**src/rtl/tmr_pkg.sv**
```systemverilog
package tmr_pkg;

    localparam int BYTE_W = 8;

    typedef enum logic [1:0] {
        MODE_INTERVAL = 2'b00,
        MODE_PULSE    = 2'b01,
        MODE_RATE     = 2'b10,
        MODE_SPARE    = 2'b11
    } tmr_mode_e;

    localparam logic ADDR_LOW  = 1'b0;
    localparam logic ADDR_HIGH = 1'b1;

endpackage

```
**src/rtl/tmr_pin_sync.sv**
```systemverilog
module tmr_pin_sync #(
    parameter int STAGES = 2
) (
    input  logic clk,
    input  logic rst_n,
    input  logic pin_i,
    output logic fall_o
);

    logic last_q;
    logic synced;

    generate
        for (genvar i = 0; i < STAGES; i++) begin : g_stage
            logic stage_q;
            if (i == 0) begin : g_head
                always_ff @(posedge clk or negedge rst_n) begin
                    if (!rst_n) stage_q <= 1'b0;
                    else        stage_q <= pin_i;
                end
            end else begin : g_tail
                always_ff @(posedge clk or negedge rst_n) begin
                    if (!rst_n) stage_q <= 1'b0;
                    else        stage_q <= g_stage[i-1].stage_q;
                end
            end
        end
    endgenerate

    assign synced = g_stage[STAGES-1].stage_q;

    always_ff @(posedge clk or negedge rst_n) begin
        if (!rst_n) last_q <= 1'b0;
        else        last_q <= synced;
    end

    // high while the synchronised level has just gone from 1 to 0
    assign fall_o = last_q & ~synced;

endmodule

```
**src/rtl/tmr_count_step.sv**
```systemverilog
module tmr_count_step
    import tmr_pkg::*;
#(
    parameter int CNT_W = 16
) (
    input  logic [CNT_W-1:0]  count_i,
    input  logic [BYTE_W-1:0] latch_i,
    input  logic              reload_low_i,
    output logic [CNT_W-1:0]  next_o,
    output logic              low_wrap_o,
    output logic              reach_zero_o
);

    localparam logic [CNT_W-1:0] ONE = CNT_W'(1);

    always_comb begin
        low_wrap_o   = (count_i[BYTE_W-1:0] == '0);
        reach_zero_o = (count_i == ONE);
        if (reload_low_i && low_wrap_o) begin
            next_o = {count_i[CNT_W-1:BYTE_W], latch_i};
        end else begin
            next_o = count_i - ONE;
        end
    end

endmodule

```
**src/rtl/tmr_host_port.sv**
```systemverilog
module tmr_host_port
    import tmr_pkg::*;
#(
    parameter int CNT_W = 16
) (
    input  logic              wr_en_i,
    input  logic              rd_en_i,
    input  logic              addr_i,
    input  logic [CNT_W-1:0]  count_i,
    output logic              latch_we_o,
    output logic              load_o,
    output logic              rd_low_o,
    output logic [BYTE_W-1:0] rdata_o
);

    localparam int HI_W = CNT_W - BYTE_W;

    logic [BYTE_W-1:0] hi_byte;

    always_comb begin
        latch_we_o = wr_en_i && (addr_i == ADDR_LOW);
        load_o     = wr_en_i && (addr_i == ADDR_HIGH);
        rd_low_o   = rd_en_i && (addr_i == ADDR_LOW);

        hi_byte             = '0;
        hi_byte[HI_W-1:0]   = count_i[CNT_W-1:BYTE_W];
        rdata_o = (addr_i == ADDR_LOW) ? count_i[BYTE_W-1:0] : hi_byte;
    end

endmodule

```
**src/rtl/tmr_event_counter.sv**
```systemverilog
module tmr_event_counter
    import tmr_pkg::*;
#(
    parameter int CNT_W       = 16,
    parameter int SYNC_STAGES = 2
) (
    input  logic              clk,
    input  logic              rst_n,
    input  logic [1:0]        mode_i,
    input  logic              cnt_pin_i,
    input  logic              wr_en_i,
    input  logic              rd_en_i,
    input  logic              addr_i,
    input  logic [7:0]        wdata_i,
    output logic [7:0]        rdata_o,
    output logic              irq_o,
    output logic              tick_o
);

    localparam int HI_W = CNT_W - BYTE_W;

    typedef struct packed {
        logic [CNT_W-1:0]  count;
        logic [BYTE_W-1:0] latch;
        logic              flag;
        logic              armed;
        logic              tick;
    } tmr_state_t;

    tmr_state_t st_d, st_q;

    logic              pin_fall;
    logic              latch_we, load_hi, rd_low;
    logic              dec_en, rate_sel, irq_set;
    logic [CNT_W-1:0]  step_next;
    logic              low_wrap, reach_zero;
    logic [CNT_W-1:0]  count_q;
    logic [BYTE_W-1:0] latch_q;
    tmr_mode_e         mode;

    assign mode     = tmr_mode_e'(mode_i);
    assign count_q  = st_q.count;
    assign latch_q  = st_q.latch;

    tmr_pin_sync #(
        .STAGES (SYNC_STAGES)
    ) u_sync (
        .clk    (clk),
        .rst_n  (rst_n),
        .pin_i  (cnt_pin_i),
        .fall_o (pin_fall)
    );

    tmr_host_port #(
        .CNT_W (CNT_W)
    ) u_port (
        .wr_en_i    (wr_en_i),
        .rd_en_i    (rd_en_i),
        .addr_i     (addr_i),
        .count_i    (st_q.count),
        .latch_we_o (latch_we),
        .load_o     (load_hi),
        .rd_low_o   (rd_low),
        .rdata_o    (rdata_o)
    );

    tmr_count_step #(
        .CNT_W (CNT_W)
    ) u_step (
        .count_i      (st_q.count),
        .latch_i      (st_q.latch),
        .reload_low_i (rate_sel),
        .next_o       (step_next),
        .low_wrap_o   (low_wrap),
        .reach_zero_o (reach_zero)
    );

    always_comb begin
        rate_sel = (mode == MODE_RATE);
        dec_en   = (mode == MODE_PULSE) ? pin_fall : 1'b1;
        irq_set  = !load_hi && dec_en && reach_zero && st_q.armed;

        st_d      = st_q;
        st_d.tick = 1'b0;

        if (load_hi) begin
            st_d.count = {wdata_i[HI_W-1:0], st_q.latch};
            st_d.armed = 1'b1;
        end else if (dec_en) begin
            st_d.count = step_next;
            st_d.tick  = low_wrap;
            if (irq_set) st_d.armed = 1'b0;
        end

        if (load_hi)      st_d.flag = 1'b0;
        else if (irq_set) st_d.flag = 1'b1;
        else if (rd_low)  st_d.flag = 1'b0;

        if (latch_we) st_d.latch = wdata_i;
    end

    always_ff @(posedge clk or negedge rst_n) begin
        if (!rst_n) st_q <= '0;
        else        st_q <= st_d;
    end

    assign irq_o  = st_q.flag;
    assign tick_o = st_q.tick;

endmodule

```
**config.mk**
```make
export PLATFORM = sky130hd
export DESIGN_NAME = tmr_event_counter
export DESIGN_NICKNAME = d
export VERILOG_FILES = /design/src/rtl/tmr_pkg.sv /design/src/rtl/tmr_pin_sync.sv /design/src/rtl/tmr_count_step.sv /design/src/rtl/tmr_host_port.sv /design/src/rtl/tmr_event_counter.sv
export SDC_FILE = /design/constraint.sdc
export NUM_CORES = 1
export LEC_CHECK = 0
export ABC_AREA = 1
export BUFFER_PORTS_ARGS = -buffer_cell sky130_fd_sc_hd__buf_2
export CORE_AREA = 3 3 62 64
export CTS_CLUSTER_SIZE = 24
export DETAILED_ROUTE_END_ITERATION = 12
export DIE_AREA = 0 0 65 67
export HOLD_SLACK_MARGIN = 0.15
export PLACE_DENSITY = 0.86
export SYNTH_ARGS = -nofsm -noshare
export SYNTH_HDL_FRONTEND = slang
export SYNTH_SLANG_ARGS = --single-unit
```
**constraint.sdc**
```tcl
create_clock -name clk -period 1.9 [get_ports clk]
set_input_delay 0.19 -clock clk [delete_from_list [all_inputs] [get_ports clk]]
set_output_delay 0.19 -clock clk [all_outputs]
set_load 0.03 [all_outputs]
```
==> metrics.cfg <==
[finish]
drive_above_1_share_pct = 14.8
layout_commonest_cell = nand2_1
area_growth_pct = 19.4
fill_cells = 292
layout_common_cells = nand2_1, inv_1, nor2_1
stdcell_count = 363
design_area_mm2 = 0.00222
nNetsFinal = 335
antenna_cells = 0

[routing]
drt_iter0_drc = 142
vias = 1875
drt-pass1-iter-count = 5
routed_wirelength_um = 4800
remaining_drc_errors = 0
wire_per_inst_um = 13.2
viasPerCell = 5.17
antenna_left = 0

[sta]
tns_ns = 0
maxSlewHeadroom_pct = 57.0
skew_ns = 0.0108
fin_ws_ns = 0.150
hold_violations = 0
setup_viol = 0
period_share_pct = 92.1
drv_slew = 0
fmax_mhz = 571
worst_pin_slew_ns = 0.645
rsz0062_at_grt = no
min_period_ns = 1.75

[worst_setup_path]
crit_path_start_kind = flip-flop
r2r_setup_slack_ns = 0.15
r2r-start = count_q[0]
cp-startpoint = count_q[0]
crit_chain = inv_1 > ha_1 > nand2_4 > nor2_4 > nand2_2 > nand2_2 > nand2_1 > nand3_1 > nand2_1
r2r_cells = 9
crit_family = simple AND/OR/NAND/NOR gates
crit_path_end = count_q[5]
cp_num_buf_inv = 1
max_stage_delay_ns = 0.40
crit_type = reg -> reg
crit_fanout = 12
end_kind = flip-flop
slowest_stage = dfrtp_1
r2r-end = count_q[5]
cp_data_arrival_time_ns = 1.98
cp.required_ns = 2.13
crit_cells = 9

[die]
die_y_um = 67
rows = 21
ios = 26
initial_utilization_pct = 55.7
core_mm2 = 0.00334
die_w_um = 65
dieArea_mm2 = 0.00436

[synthesis]
syn_area_mm2 = 0.00186
avgSynthCellArea_um2 = 6.71
synth_top_area_share_pct = 40.4
seq_area_frac_synth_pct = 40.4
synth.area.top_cells = dfrtp_1, nand2_1, nand3_1
ys_types = 21
ys_ff_latch = 30
netlist_instances = 277
yosysWarnings = 0
yosys.area.top_type = dfrtp_1
syn_nets = 295

[clock_tree]
cts.sinks = 30
cts_buffer_depth = 2
numCtsBuffers = 5
cts_setup_buffers = 0
htree_levels = 2
clkTransAtPathRegs_ns = 0.09
tritoncts = built
clk-insertion-delay-late_ns = 0.34
cts_root_buffer = clkbuf_4

[hold_path]
worstHoldPathType = in -> reg

[global_route]
grtUsageMet3_pct = 5.56
grtUsageMet1_pct = 32.3
antenna_found_initial = 0
grt_busiest_layer = met2
grt_overflow = 0
grt_use_total_pct = 24.2
grt_max_degree = 31
grt_first_pass_wirelength_um = 7850
grt_pass1_vias = 1693
grtUsageMet2_pct = 37.2

[placed_design]
placedCellCount = 345
dp_hpwl_um = 3590
gp_congestion = 0.944
pre_cts_ws_ns = 0.176
port_buffers = 25
placedInstanceArea_mm2 = 0.00203

[power_and_ir_drop]
irDropWorstVdd_v = 0.000966
p_leak_nw = 1.21
p_per_area_mw_per_mm2 = 996

[outcome]
outcome = completed

[run]
drv_cap = 0

[cells in the mapped netlist]
cell type and n:
nand2_1 93, inv_1 33, nor2_1 32, dfrtp_1 30, nand3_1 30, o21ai_0 13, a21oi_1 8, nand4_1 7
nand2_2 4, nand3b_1 4, nor3_1 4, clkbuf_1 3, buf_2 2, buf_6 2, ha_1 2, inv_2 2
nor2_2 2, nor2_4 2, o21ai_1 2, nand2_4 1, xor2_1 1
[final cells by class]
| cell class | count | area, um^2 | area share [%] |
|---|---|---|---|
| well taps | 46 | 57.6 | 2.59 |
| clock buffers | 6 | 51.3 | 2.31 |
| repair buffers | 40 | 265 | 12.0 |
| multi-input cells | 205 | 933 | 42.1 |
| inverters | 35 | 131 | 5.92 |
| clock inverters | 1 | 30.0 | 1.35 |
| flip-flops and latches | 30 | 751 | 33.8 |
[report_power, final]
group | total (mW) | switching, mW | internal (mW)
logic | 0.772 | 0.508 | 0.264
registers | 0.917 | 0.162 | 0.755
clock network | 0.522 | 0.216 | 0.306
total | 2.21 | 0.886 | 1.33
[per-layer routing]
metal  vias up  routed length [um]
li1        951                   -
met1       832                2160
met2        77                2120
met3        15                 363
met4         0                 156
met5         -                   0
[state kept, by name (all words and copies together), names as in the netlist]
| signal | cells |
|---|---|
| count_q | 16 |
| irq_o | 1 |
| latch_q | 8 |
| st_q | 1 |
| tick_o | 1 |
| u_sync.g_stage.stage_q | 2 |
| u_sync.last_q | 1 |
[per-stage QoR]
step | power (mW) | hold WS, ns | utilization (%)
3_3_place_gp | 1.66 | 0.260 | 60.8
5_1_grt | 2.35 | 0.245 | 66.5
6_report | 2.21 | 0.206 | 66.5
4_1_cts | 2.21 | 0.203 | 66.5
2_1_floorplan | 1.44 | -0.106 | -
3_5_place_dp | 1.67 | 0.257 | 60.8
[what timing repair did]
| item | CTS | global route |
|---|---|---|
| gates resized for setup | 0 | 0 |
| endpoints found under the hold margin | 44 | 0 |
| hold buffers | 11 | 0 |
| setup endpoints to repair | 0 | 0 |
[worst register-to-register path: cells and delay by family, from the launching register on]
| kind | cells | cell delay, ns |
|---|---|---|
| adder cells (fa/ha/maj) | 1 | 0.32 |
| AND/OR/NAND/NOR | 7 | 0.77 |
| buffers and inverters | 1 | 0.17 |
| flip-flops | 1 | 0.40 |
[logic make-up (layout without fill, tap and decap cells)]
| logic type | after synthesis | in the layout | share of synthesized area (%) |
|---|---|---|---|
| simple gates | 179 | 179 | 42.2 |
| buf+inv | 42 | 82 | 9.42 |
| flops | 30 | 30 | 40.4 |
| compound gates | 23 | 23 | 6.19 |
| fa+ha+maj | 2 | 2 | 1.35 |
| xor+xnor | 1 | 1 | 0.471 |
[worst min-delay path by stage]
stage | start | endpoint | slack [ns] | cells past startpoint
4_1_cts | mode_i[1] | tick_o | 0.20 | 3
3_3_place_gp | rst_n | tick_o | 0.26 | 1
2_1_floorplan | rst_n | count_q[0] | -0.11 | 0
6_report | mode_i[1] | tick_o | 0.21 | 3
3_5_place_dp | rst_n | count_q[5] | 0.26 | 1
5_1_grt | mode_i[1] | tick_o | 0.24 | 3
Power figures use the tool's default switching activity.
